===== config.mk =====
export PLATFORM = sky130hd
export DESIGN_NAME = secattr_regbank
export DESIGN_NICKNAME = d
export VERILOG_FILES = /design/src/rtl/secattr_pkg.sv /design/src/rtl/secattr_ctrl.sv /design/src/rtl/secattr_dp.sv /design/src/rtl/secattr_regbank.sv
export SDC_FILE = /design/constraint.sdc
export NUM_CORES = 1
export LEC_CHECK = 0
export ABC_AREA = 1
export BUFFER_PORTS_ARGS = -buffer_cell sky130_fd_sc_hd__buf_2
export CORE_MARGIN = 2
export CORE_UTILIZATION = 38
export DETAILED_ROUTE_END_ITERATION = 7
export HOLD_SLACK_MARGIN = 0.12
export PLACE_DENSITY_LB_ADDON = 0.12
export SETUP_SLACK_MARGIN = 0.1
export SLEW_MARGIN = 15
export SYNTH_ARGS = -nofsm -noshare
export SYNTH_HDL_FRONTEND = slang
export SYNTH_SLANG_ARGS = --single-unit

===== constraint.sdc =====
create_clock -name clk -period 6.8 [get_ports clk]
set_input_delay 1.02 -clock clk [delete_from_list [all_inputs] [get_ports clk]]
set_output_delay 1.02 -clock clk [all_outputs]
set_load 0.005 [all_outputs]

===== src/rtl/secattr_pkg.sv =====
package secattr_pkg;
  localparam int DATA_W = 32;
  localparam int OFF_W  = 12;
  localparam logic [OFF_W-1:0] OFF_CTRL = 12'hDD0;
  localparam logic [OFF_W-1:0] OFF_TYPE = 12'hDD4;
  localparam logic [OFF_W-1:0] OFF_RNR  = 12'hDD8;
  localparam logic [OFF_W-1:0] OFF_RBAR = 12'hDDC;
  localparam logic [OFF_W-1:0] OFF_RLAR = 12'hDE0;
  localparam logic [DATA_W-1:0] CTRL_KEEP = 32'h0000_0003;
  localparam logic [DATA_W-1:0] BASE_KEEP = 32'hFFFF_FFE0;
  localparam logic [DATA_W-1:0] LIM_KEEP  = 32'hFFFF_FFE3;

  typedef enum logic [2:0] {
    SEL_NONE, SEL_CTRL, SEL_TYPE, SEL_RNR, SEL_RBAR, SEL_RLAR
  } regSel_e;

  typedef struct packed {
    logic    req;
    logic    err;
    logic    wrEn;
    logic    rdZero;
    regSel_e sel;
  } strobe_t;
endpackage


===== src/rtl/secattr_ctrl.sv =====
module secattr_ctrl
  import secattr_pkg::*;
#(
  parameter int ADDR_W  = 12,
  parameter bit SEC_EXT = 1'b1
) (
  input  logic              busReq,
  input  logic              busWe,
  input  logic [ADDR_W-1:0] busAddr,
  input  logic              busSecure,
  output strobe_t           stb
);
  localparam int HI_W = (ADDR_W > OFF_W) ? ADDR_W - OFF_W : 1;

  regSel_e decSel;
  logic    upperZero;
  logic    inWindow;

  generate
    if (ADDR_W > OFF_W) begin : g_upper
      assign upperZero = (busAddr[ADDR_W-1:OFF_W] == '0);
    end else begin : g_noupper
      assign upperZero = 1'b1;
    end
  endgenerate

  always_comb begin
    decSel = SEL_NONE;
    if (upperZero) begin
      unique case (busAddr[OFF_W-1:0])
        OFF_CTRL: decSel = SEL_CTRL;
        OFF_TYPE: decSel = SEL_TYPE;
        OFF_RNR:  decSel = SEL_RNR;
        OFF_RBAR: decSel = SEL_RBAR;
        OFF_RLAR: decSel = SEL_RLAR;
        default:  decSel = SEL_NONE;
      endcase
    end
  end

  assign inWindow = (decSel != SEL_NONE);

  always_comb begin
    stb.req    = busReq;
    stb.err    = busReq && (!inWindow || !SEC_EXT);
    stb.wrEn   = busReq && busWe && inWindow && SEC_EXT && busSecure;
    stb.rdZero = !busSecure || !inWindow || !SEC_EXT;
    stb.sel    = (SEC_EXT && inWindow) ? decSel : SEL_NONE;
  end

  logic unusedHi;
  assign unusedHi = ^HI_W;
endmodule


===== src/rtl/secattr_dp.sv =====
module secattr_dp
  import secattr_pkg::*;
#(
  parameter int NUM_REGIONS = 8
) (
  input  logic              clk,
  input  logic              rst,
  input  strobe_t           stb,
  input  logic [DATA_W-1:0] busWdata,
  output logic              rspValid,
  output logic              rspErr,
  output logic [DATA_W-1:0] rspRdata
);
  localparam int ARR_N = (NUM_REGIONS > 0) ? NUM_REGIONS : 1;
  localparam int IDX_W = (ARR_N > 1) ? $clog2(ARR_N) : 1;
  localparam logic [7:0] COUNT8 = 8'(NUM_REGIONS);

  logic [DATA_W-1:0] ctrlReg;
  logic [7:0]        rnrReg;
  logic [DATA_W-1:0] baseArr [ARR_N];
  logic [DATA_W-1:0] limArr  [ARR_N];
  logic              rnrOk;
  logic [IDX_W-1:0]  idx;
  logic              newRnrOk;
  logic [DATA_W-1:0] rdMux;

  assign rnrOk    = ({24'd0, rnrReg} < 32'(NUM_REGIONS));
  assign idx      = rnrReg[IDX_W-1:0];
  assign newRnrOk = (busWdata < 32'(NUM_REGIONS));

  always_ff @(posedge clk) begin
    if (rst) begin
      ctrlReg <= '0;
      rnrReg  <= '0;
      for (int i = 0; i < ARR_N; i++) begin
        baseArr[i] <= '0;
        limArr[i]  <= '0;
      end
    end else if (stb.wrEn) begin
      unique case (stb.sel)
        SEL_CTRL: ctrlReg <= busWdata & CTRL_KEEP;
        SEL_RNR:  if (newRnrOk) rnrReg <= busWdata[7:0];
        SEL_RBAR: if (rnrOk) baseArr[idx] <= busWdata & BASE_KEEP;
        SEL_RLAR: if (rnrOk) limArr[idx]  <= busWdata & LIM_KEEP;
        default: ;
      endcase
    end
  end

  always_comb begin
    unique case (stb.sel)
      SEL_CTRL: rdMux = ctrlReg;
      SEL_TYPE: rdMux = {24'd0, COUNT8};
      SEL_RNR:  rdMux = {24'd0, rnrReg};
      SEL_RBAR: rdMux = rnrOk ? baseArr[idx] : '0;
      SEL_RLAR: rdMux = rnrOk ? limArr[idx] : '0;
      default:  rdMux = '0;
    endcase
    if (stb.rdZero) rdMux = '0;
  end

  always_ff @(posedge clk) begin
    if (rst) begin
      rspValid <= 1'b0;
      rspErr   <= 1'b0;
      rspRdata <= '0;
    end else begin
      rspValid <= stb.req;
      rspErr   <= stb.err;
      rspRdata <= stb.req ? rdMux : '0;
    end
  end

  assert_ctrl_upper_zero_R3: assert property (@(posedge clk) disable iff (rst)
    ctrlReg[DATA_W-1:2] == '0);
  assert_sel_in_range_R5: assert property (@(posedge clk) disable iff (rst)
    (NUM_REGIONS > 0) |-> rnrOk);
  assert_base_low_clear_R7: assert property (@(posedge clk) disable iff (rst)
    rnrOk |-> (baseArr[idx][4:0] == 5'd0));
  assert_limit_mid_clear_R8: assert property (@(posedge clk) disable iff (rst)
    rnrOk |-> (limArr[idx][4:2] == 3'd0));
  assert_nonsecure_no_write_R2: assert property (@(posedge clk) disable iff (rst)
    (stb.req && stb.rdZero) |=> ($stable(ctrlReg) && $stable(rnrReg)));
  assert_reset_clears_R9: assert property (@(posedge clk)
    rst |=> (ctrlReg == '0 && rnrReg == '0));
  assert_err_zero_data_R10: assert property (@(posedge clk) disable iff (rst)
    rspErr |-> (rspRdata == '0));
endmodule


===== src/rtl/secattr_regbank.sv =====
module secattr_regbank
  import secattr_pkg::*;
#(
  parameter int ADDR_W      = 12,
  parameter int NUM_REGIONS = 8,
  parameter bit SEC_EXT     = 1'b1
) (
  input  logic              clk,
  input  logic              rst,
  input  logic              busReq,
  input  logic              busWe,
  input  logic [ADDR_W-1:0] busAddr,
  input  logic [31:0]       busWdata,
  input  logic              busSecure,
  output logic              rspValid,
  output logic              rspErr,
  output logic [31:0]       rspRdata
);
  generate
    if (NUM_REGIONS > 255 || NUM_REGIONS < 0) begin : g_badcount
      $error("NUM_REGIONS out of range (R13)");
    end
  endgenerate

  strobe_t stb;

  secattr_ctrl #(.ADDR_W(ADDR_W), .SEC_EXT(SEC_EXT)) u_ctrl (
    .busReq(busReq), .busWe(busWe), .busAddr(busAddr),
    .busSecure(busSecure), .stb(stb)
  );

  secattr_dp #(.NUM_REGIONS(NUM_REGIONS)) u_dp (
    .clk(clk), .rst(rst), .stb(stb), .busWdata(busWdata),
    .rspValid(rspValid), .rspErr(rspErr), .rspRdata(rspRdata)
  );

  assert_rsp_follows_req_R12: assert property (@(posedge clk) disable iff (rst)
    busReq |=> rspValid);
  assert_no_rsp_idle_R12: assert property (@(posedge clk) disable iff (rst)
    !busReq |=> !rspValid);
  assert_outside_err_R11: assert property (@(posedge clk) disable iff (rst)
    (busReq && busAddr == '0) |=> rspErr);
endmodule


== Word level (Yosys, flattened, before mapping) ==
Memory sizes are Yosys's and may differ from the RTL's. A register that Yosys moved wholly into a read port is not among the register bits.
Index checks and enable logic that the tools add are counted.
Cells by class
  muxes and demuxes: 26
  shift-type cells: 0
  reductions and logical operators: 13
  equal/unequal tests: 10
  add/sub/neg operators: 0
  bitwise operators: 1
  divide/modulo/power cells: 0
  $lt $le $gt $ge: 2
  multipliers: 0
Operator list (count)
  case mux 32 bit (5 select lines): 1
  two-way mux 32 bit: 2
  equality test 12 bit, second input constant: 5
  < comparator 32 x 4 -> 1 bit, second input constant: 1
  two-way mux 29 bit: 1
  OR reduction 29 bit: 1
  two-way mux 27 bit: 1
  OR reduction 27 bit: 1
  two-way mux 3 bit: 7
  case mux 3 bit (5 select lines): 1
  two-way mux 1 bit: 13
  < comparator 8 x 4 -> 1 bit, second input constant: 1
  equality test 3 x 2 -> 1 bit, second input constant: 2
  equality test 3 bit, second input constant: 2
  logical AND 1 bit: 4
  equality test 3 x 1 -> 1 bit, second input constant: 1
  AND reduction 3 bit: 1
  nonzero test 3 bit: 1
  OR reduction 3 bit: 1
  logical NOT 1 bit: 2
  AND reduction 2 bit: 1
  logical OR 1 bit: 1
  NOT 1 bit: 1
Word-level totals
  latch bits: 0
  bits in read-only memories: 0
  word-level logic and storage cells: 59
  bits in registers: 44
  RAM bits: 448
  output and inout port bits: 34
  memories kept: 2
Memories
  u_dp.limArr: depth 8, bits a word 29, read ports 1, clocked after memory_dff 1, write ports 8, line secattr_dp.sv:21  | logic [DATA_W-1:0] limArr [ARR_N];
  u_dp.baseArr: depth 8, bits a word 27, read ports 1, clocked after memory_dff 1, write ports 8, line secattr_dp.sv:20  | logic [DATA_W-1:0] baseArr [ARR_N];

== Depth between registers and ports, before layout ==
Gate-level depths: netlist of run 1.
  depth after elaboration: 11
  gate-level depth with buffers: 12
  mapped depth without buffers: 11

== Modules after synthesis ==
A second synthesis of run 1 with hierarchy kept.
Unflattened totals
  cell total of the unflattened synthesis: 2257
  area, all modules: 21820.9 µm²
By module, submodules not included
  secattr_dp: sequential area each 14393.8 µm², area an instance 21617.0 µm², cells an instance 2215, instances 1
  secattr_ctrl: sequential area each 0.0 µm², area an instance 203.9 µm², cells an instance 42, instances 1

== Least setup slack after synthesis of run 1 ==
Ideal clock, no wire load.
  path type: input -> register
  start: in busAddr[5]
  end: mem u_dp.limArr[4][0] in the netlist's numbering, enable pin
  required time: 6.414 ns
  slack: 3.420 ns
  cell stages on the path: 11
  arrival time: 2.994 ns
  cells stage by stage: inv_1 nand2_1 nor2_1 nand3_1 nand4_2 nand3_1 nor2_4 buf_6 nand3_1 buf_2 nand2_1
RTL lines
  start: declaration: line secattr_regbank.sv:12  | input logic [ADDR_W-1:0] busAddr,
  end: declaration: line secattr_dp.sv:21

==> impl_metrics.tcl, run 1 <==
set metrics [dict create \
    outcome "finished clean" \
    ys_ff_latch 495 \
    hold_path_class "flop to flop" \
    ios 83 \
    io_buffers 82 \
    power_density_nw_per_um2 273 \
    cts_sinks 495 \
    p_switching_w 0.00143 \
    switching_share_pct 21.4 \
    grt_pass1_vias 15700 \
    r2r_end "u_dp.rspRdata[10]" \
    dr.pass1.iters 5 \
    syn_nets 2152 \
    track_usage_pct 22.7 \
    fin_area_um2 24400 \
    yosys.area_share.simple_pct 19.0 \
    endpoint "u_dp.baseArr[0][7]" \
    critPathRequiredTime_ns 7.14 \
    mostFrequentLayoutCell "nor2_1" \
    synthAdderAreaFrac_pct 0 \
    place_congestion 0.821 \
    finalSetupViolCount 0 \
    worstMarginPinSlew_ns 1.03 \
    cts-buffers-inserted 54 \
    start_util_pct 38.4 \
    multiInputGateArea_um2 6260 \
    hold_violations 0 \
    die-area_um2 58900 \
    synth_top_family_by_area "simple AND/OR/NAND/NOR gates" \
    core-area_um2 56400 \
    fin_crit_sh_pct 56.2 \
    syn_inst 2103 \
    vias_per_cell 5.38 \
    path_class "input pin to flop" \
    totalWireLength_um 67300 \
    cap_violations 0 \
    reg2reg_depth 7 \
    final_layout_size_suffix_gt1_share_pct 10.5 \
    hpwl_um 40100 \
    area.sequential_um2 14400 \
    max_slew_margin_pct 31.5 \
    nFillCells 5504 \
    synth_mux_area_share_pct 1.06 \
    peakVddDrop_mv 0.185 \
    p_clk_share_pct 45.4 \
    synth_compound_area_share_pct 8.80 \
    grt_overflow 0 \
    die_x_um 243 \
    synth_warnings 0 \
    ant_nets 0 \
    setup_tns_ns 0 \
    htree_num_levels 2 \
    drc 0 \
    grt_max_degree 98 \
    rsz0062_at_grt "no" \
    seq_area_frac_synth_pct 66.5 \
    p_leak_nw 10.1 \
    final_nets 2159 \
    finalMaxSlewViolations 0 \
    comb_power_share_pct 3.4 \
    area_growth_pct 13.0 \
    finalClockSkew_ns 0.0177 \
    min_period_ns 3.82 \
    p_int_w 0.00526 \
    p_seq_share_pct 51.2 \
    antenna_cells 0 \
    worst_ep_arrival_time_ns 4.16 \
    clock_latency_ns 0.61 \
    cts_repair_resize_count 0 \
    reg2reg_setup_slack_ns 3.59 \
    max_clock_freq_mhz 262 \
    synth_xor_area_share_pct 0 \
    tritoncts "yes" \
    antenna_found_initial 0 \
    clkTransAtPathRegs_ns 0.06 \
    cts-root-buf "clkbuf_16" \
    post-cts-setup-buffers 0 \
    start_kind "input pin" \
    rows 87 \
    grt_pass1_wl_um 100000 \
    drt_iter0_drc 1478 \
    die_h_um 243 \
    placed_cell_area_um2 22600 \
    cts_hold_buf 0 \
    end_kind "flop" \
    wire_per_inst_um 23.1 \
    layout_common_cells "492 x nor2_1, 448 x edfxtp_1, 391 x nand2_1, 210 x a21oi_1, 82 x buf_2" \
    syn_avg_cell_area_um2 10.3 \
    cts_buffer_depth 3 \
    cp-startpoint "busAddr[5]" \
    cp_max_fo 28 \
    mappedNetlistArea_um2 21600 \
    num_vias 15700 \
    synth.distinct_cells 27 \
]
-- per-layer routing --
layer | GRT usage (%) | up-vias | part of all wire, %
li1 | - | 7207 | -
met1 | 31.5 | 7843 | 44
met2 | 36.5 | 497 | 47
met3 | 3.84 | 109 | 6.5
met4 | 7.00 | 0 | 2.6
met5 | 0 | - | 0
-- registers in the layout, indices dropped and copies added, names as in the netlist, named ones only --
signal,cells
u_dp.rspRdata,32
u_dp.rspValid,1
u_dp.baseArr,216
u_dp.rspErr,1
u_dp.rnrReg,8
u_dp.ctrlReg,2
u_dp.limArr,232
-- power groups by stage --
stage | combinational (W) | clock, W | sequential [W]
after floorplan | 0.000122 | 0 | 0.00348
after global placement | 0.000229 | 0 | 0.00349
after detailed placement | 0.000230 | 0 | 0.00349
after CTS | 0.000231 | 0.00307 | 0.00342
after global routing | 0.000249 | 0.00319 | 0.00343
final | 0.000229 | 0.00303 | 0.00342
-- logic make-up after synthesis --
group           count (synthesis)
buf+inv                       252
flops                         495
compound gates                320
mux                            23
simple gates                 1013
-- Yosys cell counts (all sizes together) --
cell type | number | area, um2
nor2 | 497 | 1890
o22ai | 5 | 31.3
o21ai | 10 | 50.1
a22o | 46 | 403
o21bai | 1 | 7.51
nor3 | 13 | 76.3
mux2i | 23 | 230
nand2 | 396 | 1490
a22oi | 48 | 360
buf | 44 | 225
edfxtp | 448 | 13500
nand4 | 32 | 206
dfxtp | 47 | 941
clkinv | 11 | 41.3
nand3 | 75 | 445
clkbuf | 123 | 462
inv | 74 | 278
a21oi | 210 | 1050
-- worst max-delay path: stages --
cell and delay [ns]:
buf_2 0.10, inv_1 0.06, nand2_1 0.05, nor2_1 0.16, nand2_1 0.09, nor2_2 0.34, nor2_4 0.11, inv_2 0.53
nor3_4 0.19, buf_8 0.22, nand3_2 0.07, buf_4 0.32, nand2_1 0.45, buf_4 0.39
-- worst min-delay path by stage --
stage                   start               end  cells after the start  slack (ns)
2_1_floorplan  u_dp.rnrReg[4]  u_dp.rspRdata[4]                      2        0.44
6_report       u_dp.rnrReg[4]  u_dp.rspRdata[4]                      2        0.47
5_1_grt        u_dp.rnrReg[7]    u_dp.rnrReg[7]                      2        0.49
3_5_place_dp   u_dp.rnrReg[4]  u_dp.rspRdata[4]                      2        0.46
3_3_place_gp   u_dp.rnrReg[7]    u_dp.rnrReg[7]                      2        0.46
4_1_cts        u_dp.rnrReg[4]  u_dp.rspRdata[4]                      2        0.47
-- cell type report --
type                            instances  area share, %
Clock buffer                           76           6.37
Clock inverter                         22           1.05
Inverter                               85           1.34
Multi-Input combinational cell       1356           25.6
Sequential cell                       495           58.9
Tap cell                              756           3.87
Timing Repair Buffer                  118           2.87
-- stage by stage --
step | cells | hold slack [ns] | total power (W) | utilization [%] | setup WS, ns
floorplan | 2103 | 0.437 | 0.00360 | - | 3.42
global placement | 2809 | 0.460 | 0.00372 | 40.1 | 1.81
detailed placement | 2809 | 0.463 | 0.00372 | 40.1 | 1.85
CTS | 2907 | 0.472 | 0.00673 | 43.3 | 2.48
global route | 2908 | 0.493 | 0.00687 | 43.4 | 2.67
finish | 2908 | 0.471 | 0.00669 | 43.4 | 2.98
Power figures use the tool's default switching activity.
==> inputs of run 2 (changes only) <==
==> constraint.sdc (replaced) <==
create_clock -name clk -period 3.6 [get_ports clk]
set_input_delay 0.54 -clock clk [delete_from_list [all_inputs] [get_ports clk]]
set_output_delay 0.54 -clock clk [all_outputs]
set_load 0.005 [all_outputs]
==> impl_metrics.tcl, run 2 (synthesis gave the netlist of run 1 again) <==
set metrics [dict create \
    outcome "finished clean" \
    core-area_um2 56400 \
    p_clk_share_pct 44.3 \
    ios 83 \
    fin_ws_ns 1.06 \
    cap_violations 0 \
    fin_crit_sh_pct 70.6 \
    track_usage_pct 22.1 \
    die_h_um 243 \
    cpPeakStageDelay_ns 0.58 \
    post-cts-setup-buffers 0 \
    p_leak_nw 10.3 \
    finalMaxSlewViolations 0 \
    cp_top_family "compound AO/OA/AOI/OAI gates" \
    cts_repair_resize_count 0 \
    top_register "u_dp.limArr" \
    die_x_um 243 \
    dr_wl_met2_um 30000 \
    ant_nets 0 \
    grt_pass1_vias 15300 \
    drt_iter0_drc 1325 \
    finalClockSkew_ns 0.0267 \
    layout_common_cells "492 x nor2_1, 448 x edfxtp_1, 396 x nand2_1, 210 x a21oi_1, 82 x buf_2" \
    antenna_found_initial 0 \
    worst_ep_arrival_time_ns 3.01 \
    p_switching_w 0.00266 \
    final_nets 2183 \
    critPathRequiredTime_ns 4.07 \
    cts-root-buf "clkbuf_16" \
    drc 0 \
    post-place-ws_ns 0.655 \
    p_seq_share_pct 52.2 \
    total_power_w 0.0124 \
    hold_violations 0 \
    largest_register_ffs 232 \
    grt_overflow 0 \
    cts_sinks 495 \
    max_slew_margin_pct 12.7 \
    tritoncts "yes" \
    vias_per_cell 5.30 \
    crit_chain "buf_12 > a21oi_1 > a22o_1 > nand2_1 > nand4_1 > a21oi_1" \
    peakVddDrop_mv 0.309 \
    reg.largest.list "u_dp.limArr (232), u_dp.baseArr (216), u_dp.rspRdata (32)" \
    path_common_cell "a21oi_1" \
    start_util_pct 38.4 \
    place_congestion 0.795 \
    cts_buffer_depth 3 \
    num_vias 15500 \
    io_buffers 82 \
    clkTransAtPathRegs_ns 0.06 \
    setup_tns_ns 0 \
    crit_buf_inv 1 \
    cp_max_fo 224 \
    p_int_w 0.00971 \
    start_kind "flop" \
    finalSetupViolCount 0 \
    hpwl_um 37400 \
    mostFrequentLayoutCell "nor2_1" \
    topRoutingLayerUsed "met4" \
    min_period_ns 2.54 \
    hold_path_class "input pin to flop" \
    rsz0062_at_grt "no" \
    max_clock_freq_mhz 394 \
    detailroute.wirelength.met3_um 3270 \
    grt_pass1_wl_um 98500 \
    htree_num_levels 2 \
    switching_share_pct 21.5 \
    met1_length_um 30600 \
    cts_hold_buf 0 \
    fin_area_um2 24600 \
    crit_slowest_cell "buf_12" \
    placed_cell_area_um2 22900 \
    totalWireLength_um 65400 \
    comb_power_share_pct 3.5 \
    grt_max_degree 225 \
    path_class "flop to flop" \
    rows 87 \
    clock_latency_ns 0.61 \
    die-area_um2 58900 \
    final_layout_size_suffix_gt1_share_pct 11.2 \
    final_util_pct 43.7 \
    worstMarginPinSlew_ns 1.31 \
    power_density_nw_per_um2 502 \
    area_growth_pct 13.8 \
    cts-buffers-inserted 53 \
    wire_per_inst_um 22.3 \
    dr.pass1.iters 5 \
    end_kind "flop" \
]
-- run 2: path summary, 6_finish.rpt --
path	startpoint	end	slack (ns)	cells after the start
setup / recovery	flop	u_dp.rspRdata[30]	1.06	6
hold / removal	busReq	u_dp.rspErr	0.20	3
setup reg to reg	flop	u_dp.rspRdata[30]	1.06	6
hold reg to reg	u_dp.rnrReg[4]	u_dp.rspRdata[4]	0.47	2
-- run 2: stage by stage --
stage	hold slack [ns]	std cells
floorplan	0.437	2103
global placement	0.461	2835
detailed placement	0.468	2835
CTS	0.173	2935
global route	0.222	2935
finish	0.201	2936
-- run 2: layout make-up --
| class | instances | area, um2 |
|---|---|---|
| diodes | 1 | 2.50 |
| clock buffers | 81 | 1560 |
| clock inverters | 19 | 169 |
| fillers | 5470 | 31800 |
| inverters | 85 | 327 |
| multi-input cells | 1356 | 6240 |
| flip-flops and latches | 495 | 14400 |
| well taps | 756 | 946 |
| repair buffers | 143 | 968 |
-- run 2: power by group through the flow --
stage | Clock (W) | Sequential (W) | Combinational [W]
after global routing | 0.00578 | 0.00647 | 0.000471
after CTS | 0.00558 | 0.00646 | 0.000437
final | 0.00547 | 0.00646 | 0.000432
after global placement | 0 | 0.00658 | 0.000435
after floorplan | 0 | 0.00657 | 0.000230
after detailed placement | 0 | 0.00658 | 0.000436
-- run 2: worst min-delay path: stages --
cell and delay [ns]:
buf_2 0.11, nand2_1 0.07, nor2_1 0.05
-- run 2: per-layer routing --
layer / global-route usage, % / up-vias
met2: 34.8 / 411
met1: 32.0 / 7768
met5: 0 / -
met3: 3.04 / 116
met4: 5.95 / 0
li1: - / 7253
==> inputs of run 3 (changes only) <==
==> constraint.sdc (replaced) <==
create_clock -name clk -period 2.47 [get_ports clk]
set_input_delay 0.3705 -clock clk [delete_from_list [all_inputs] [get_ports clk]]
set_output_delay 0.3705 -clock clk [all_outputs]
set_load 0.005 [all_outputs]
==> impl_metrics.tcl, run 3 (synthesis gave the netlist of run 1 again) <==
set metrics [dict create \
    outcome "finished clean" \
    start_util_pct 38.4 \
    tritoncts "yes" \
    cts_sinks 495 \
    path_common_cell "a21oi_1" \
    core-area_um2 56400 \
    finalClockSkew_ns 0.0160 \
    gr-usage-met2_pct 35.2 \
    totalWireLength_um 65700 \
    place_congestion 0.811 \
    grt_util_met1_pct 32.7 \
    finalSetupViolCount 0 \
    crit_chain "inv_4 > buf_12 > a21oi_1 > a22o_1 > nand2_1 > nand4_1 > a21oi_1" \
    dr.pass1.iters 5 \
    p_leak_nw 10.7 \
    area_growth_pct 18.3 \
    drc 0 \
    use_met3_pct 2.44 \
    busiest_layer "met2" \
    die-area_um2 58900 \
    worstMarginPinSlew_ns 0.795 \
    vias_per_cell 5.30 \
    antenna_cells 0 \
    cts_repair_resize_count 0 \
    layout_common_cells "492 x nor2_1, 448 x edfxtp_1, 380 x nand2_1, 210 x a21oi_1, 82 x buf_2" \
    rsz0062_at_grt "no" \
    cts_buffer_depth 3 \
    post-cts-setup-buffers 0 \
    reg.largest.list "u_dp.limArr (232), u_dp.baseArr (216), u_dp.rspRdata (32)" \
    io_buffers 82 \
    start_kind "flop" \
    clkTransAtPathRegs_ns 0.06 \
    track_usage_pct 22.3 \
    mostFrequentLayoutCell "nor2_1" \
    hold_violations 0 \
    nFillCells 5397 \
    grt_pass1_wl_um 100000 \
    ant_nets 0 \
    fin_ws_ns 0.332 \
    grt_overflow 0 \
    path_class "flop to flop" \
    end_kind "flop" \
    die_x_um 243 \
    antenna_found_initial 1 \
    fin_crit_sh_pct 86.6 \
    num_vias 15800 \
    area.sequential_um2 14400 \
    max_clock_freq_mhz 468 \
    multiInputGateArea_um2 6350 \
    cts-buffers-inserted 54 \
    hold_path_class "input pin to flop" \
    die_h_um 243 \
    final_nets 2239 \
    max_slew_margin_pct 46.9 \
    clock_latency_ns 0.61 \
    post-place-ws_ns 0.0890 \
    hold_start "busSecure" \
    rows 87 \
    peakVddDrop_mv 0.576 \
    htree_num_levels 2 \
    drt_iter0_drc 1371 \
    cp_max_fo 45 \
    grt_pass1_vias 15700 \
    cap_violations 0 \
    grt_max_degree 96 \
    wire_per_inst_um 22.0 \
    critPathRequiredTime_ns 2.94 \
    crit_slowest_cell "dfxtp_4" \
    power_density_nw_per_um2 727 \
    setup_tns_ns 0 \
    min_period_ns 2.14 \
    worst_ep_arrival_time_ns 2.61 \
    final_layout_size_suffix_gt1_share_pct 14.4 \
    cts-root-buf "clkbuf_16" \
    top_register "u_dp.limArr" \
    cts_hold_buf 5 \
    finalMaxSlewViolations 0 \
    cpPeakStageDelay_ns 0.43 \
    hpwl_um 41000 \
    largest_register_ffs 232 \
    ios 83 \
]
==> run 3: cell types whose count changed in the layout (fill, tap and decap cells not counted), sizes merged, moves of 3 or more <==
cell,previous run,this run
bufinv,3,6
clkinv,26,23
clkinvlp,0,5
dlygate4sd3,0,5
buf,143,193
clkbuf,81,77
==> run 3: final timing paths <==
check	endpoint	slack, ns	cells past startpoint
hold / removal	u_dp.ctrlReg[0]	0.24	4
setup / recovery	u_dp.rspRdata[10]	0.33	7
setup reg to reg	u_dp.rspRdata[10]	0.33	7
hold reg to reg	u_dp.rspRdata[4]	0.46	2
==> run 3: routing by layer <==
| metal | part of all wire [%] | wire (um) |
|---|---|---|
| met1 | 46 | 30500 |
| met2 | 46 | 30300 |
| met3 | 5.1 | 3360 |
| met4 | 2.3 | 1530 |
| met5 | 0 | 0 |
==> run 3: final cells by class <==
| type | count | share of cell area [%] |
|---|---|---|
| flip-flops and latches | 495 | 56.3 |
| multi-input cells | 1356 | 24.8 |
| repair buffers | 198 | 6.71 |
| clock buffers | 77 | 6.13 |
| well taps | 756 | 3.69 |
| inverters | 85 | 1.28 |
| clock inverters | 24 | 1.12 |
==> run 3: critical path, delay by kind of cell (launching register included) <==
kind | cells | cell delay [ns]
buffers and inverters | 2 | 0.57
DFF | 1 | 0.43
and+or+nand+nor | 2 | 0.24
AOI/OAI and AO/OA | 3 | 0.68
==> run 3: per-stage QoR <==
| step | utilization (%) | cell area (um2) | power, W | std cells | hold slack (ns) |
|---|---|---|---|---|---|
| floorplan | - | 21700 | 0.00992 | 2103 | 0.437 |
| global placement | 42.0 | 23700 | 0.0103 | 2885 | 0.456 |
| detailed placement | 42.0 | 23700 | 0.0103 | 2885 | 0.461 |
| CTS | 45.4 | 25600 | 0.0188 | 2991 | 0.203 |
| global route | 45.4 | 25600 | 0.0192 | 2991 | 0.265 |
| finish | 45.4 | 25600 | 0.0186 | 2991 | 0.243 |
==> run 3: power breakdown <==
group,internal [W],switching [W],total [W]
registers,0.00934,0.0000729,0.00942
logic,0.000221,0.000505,0.000726
clock network,0.00505,0.00342,0.00847
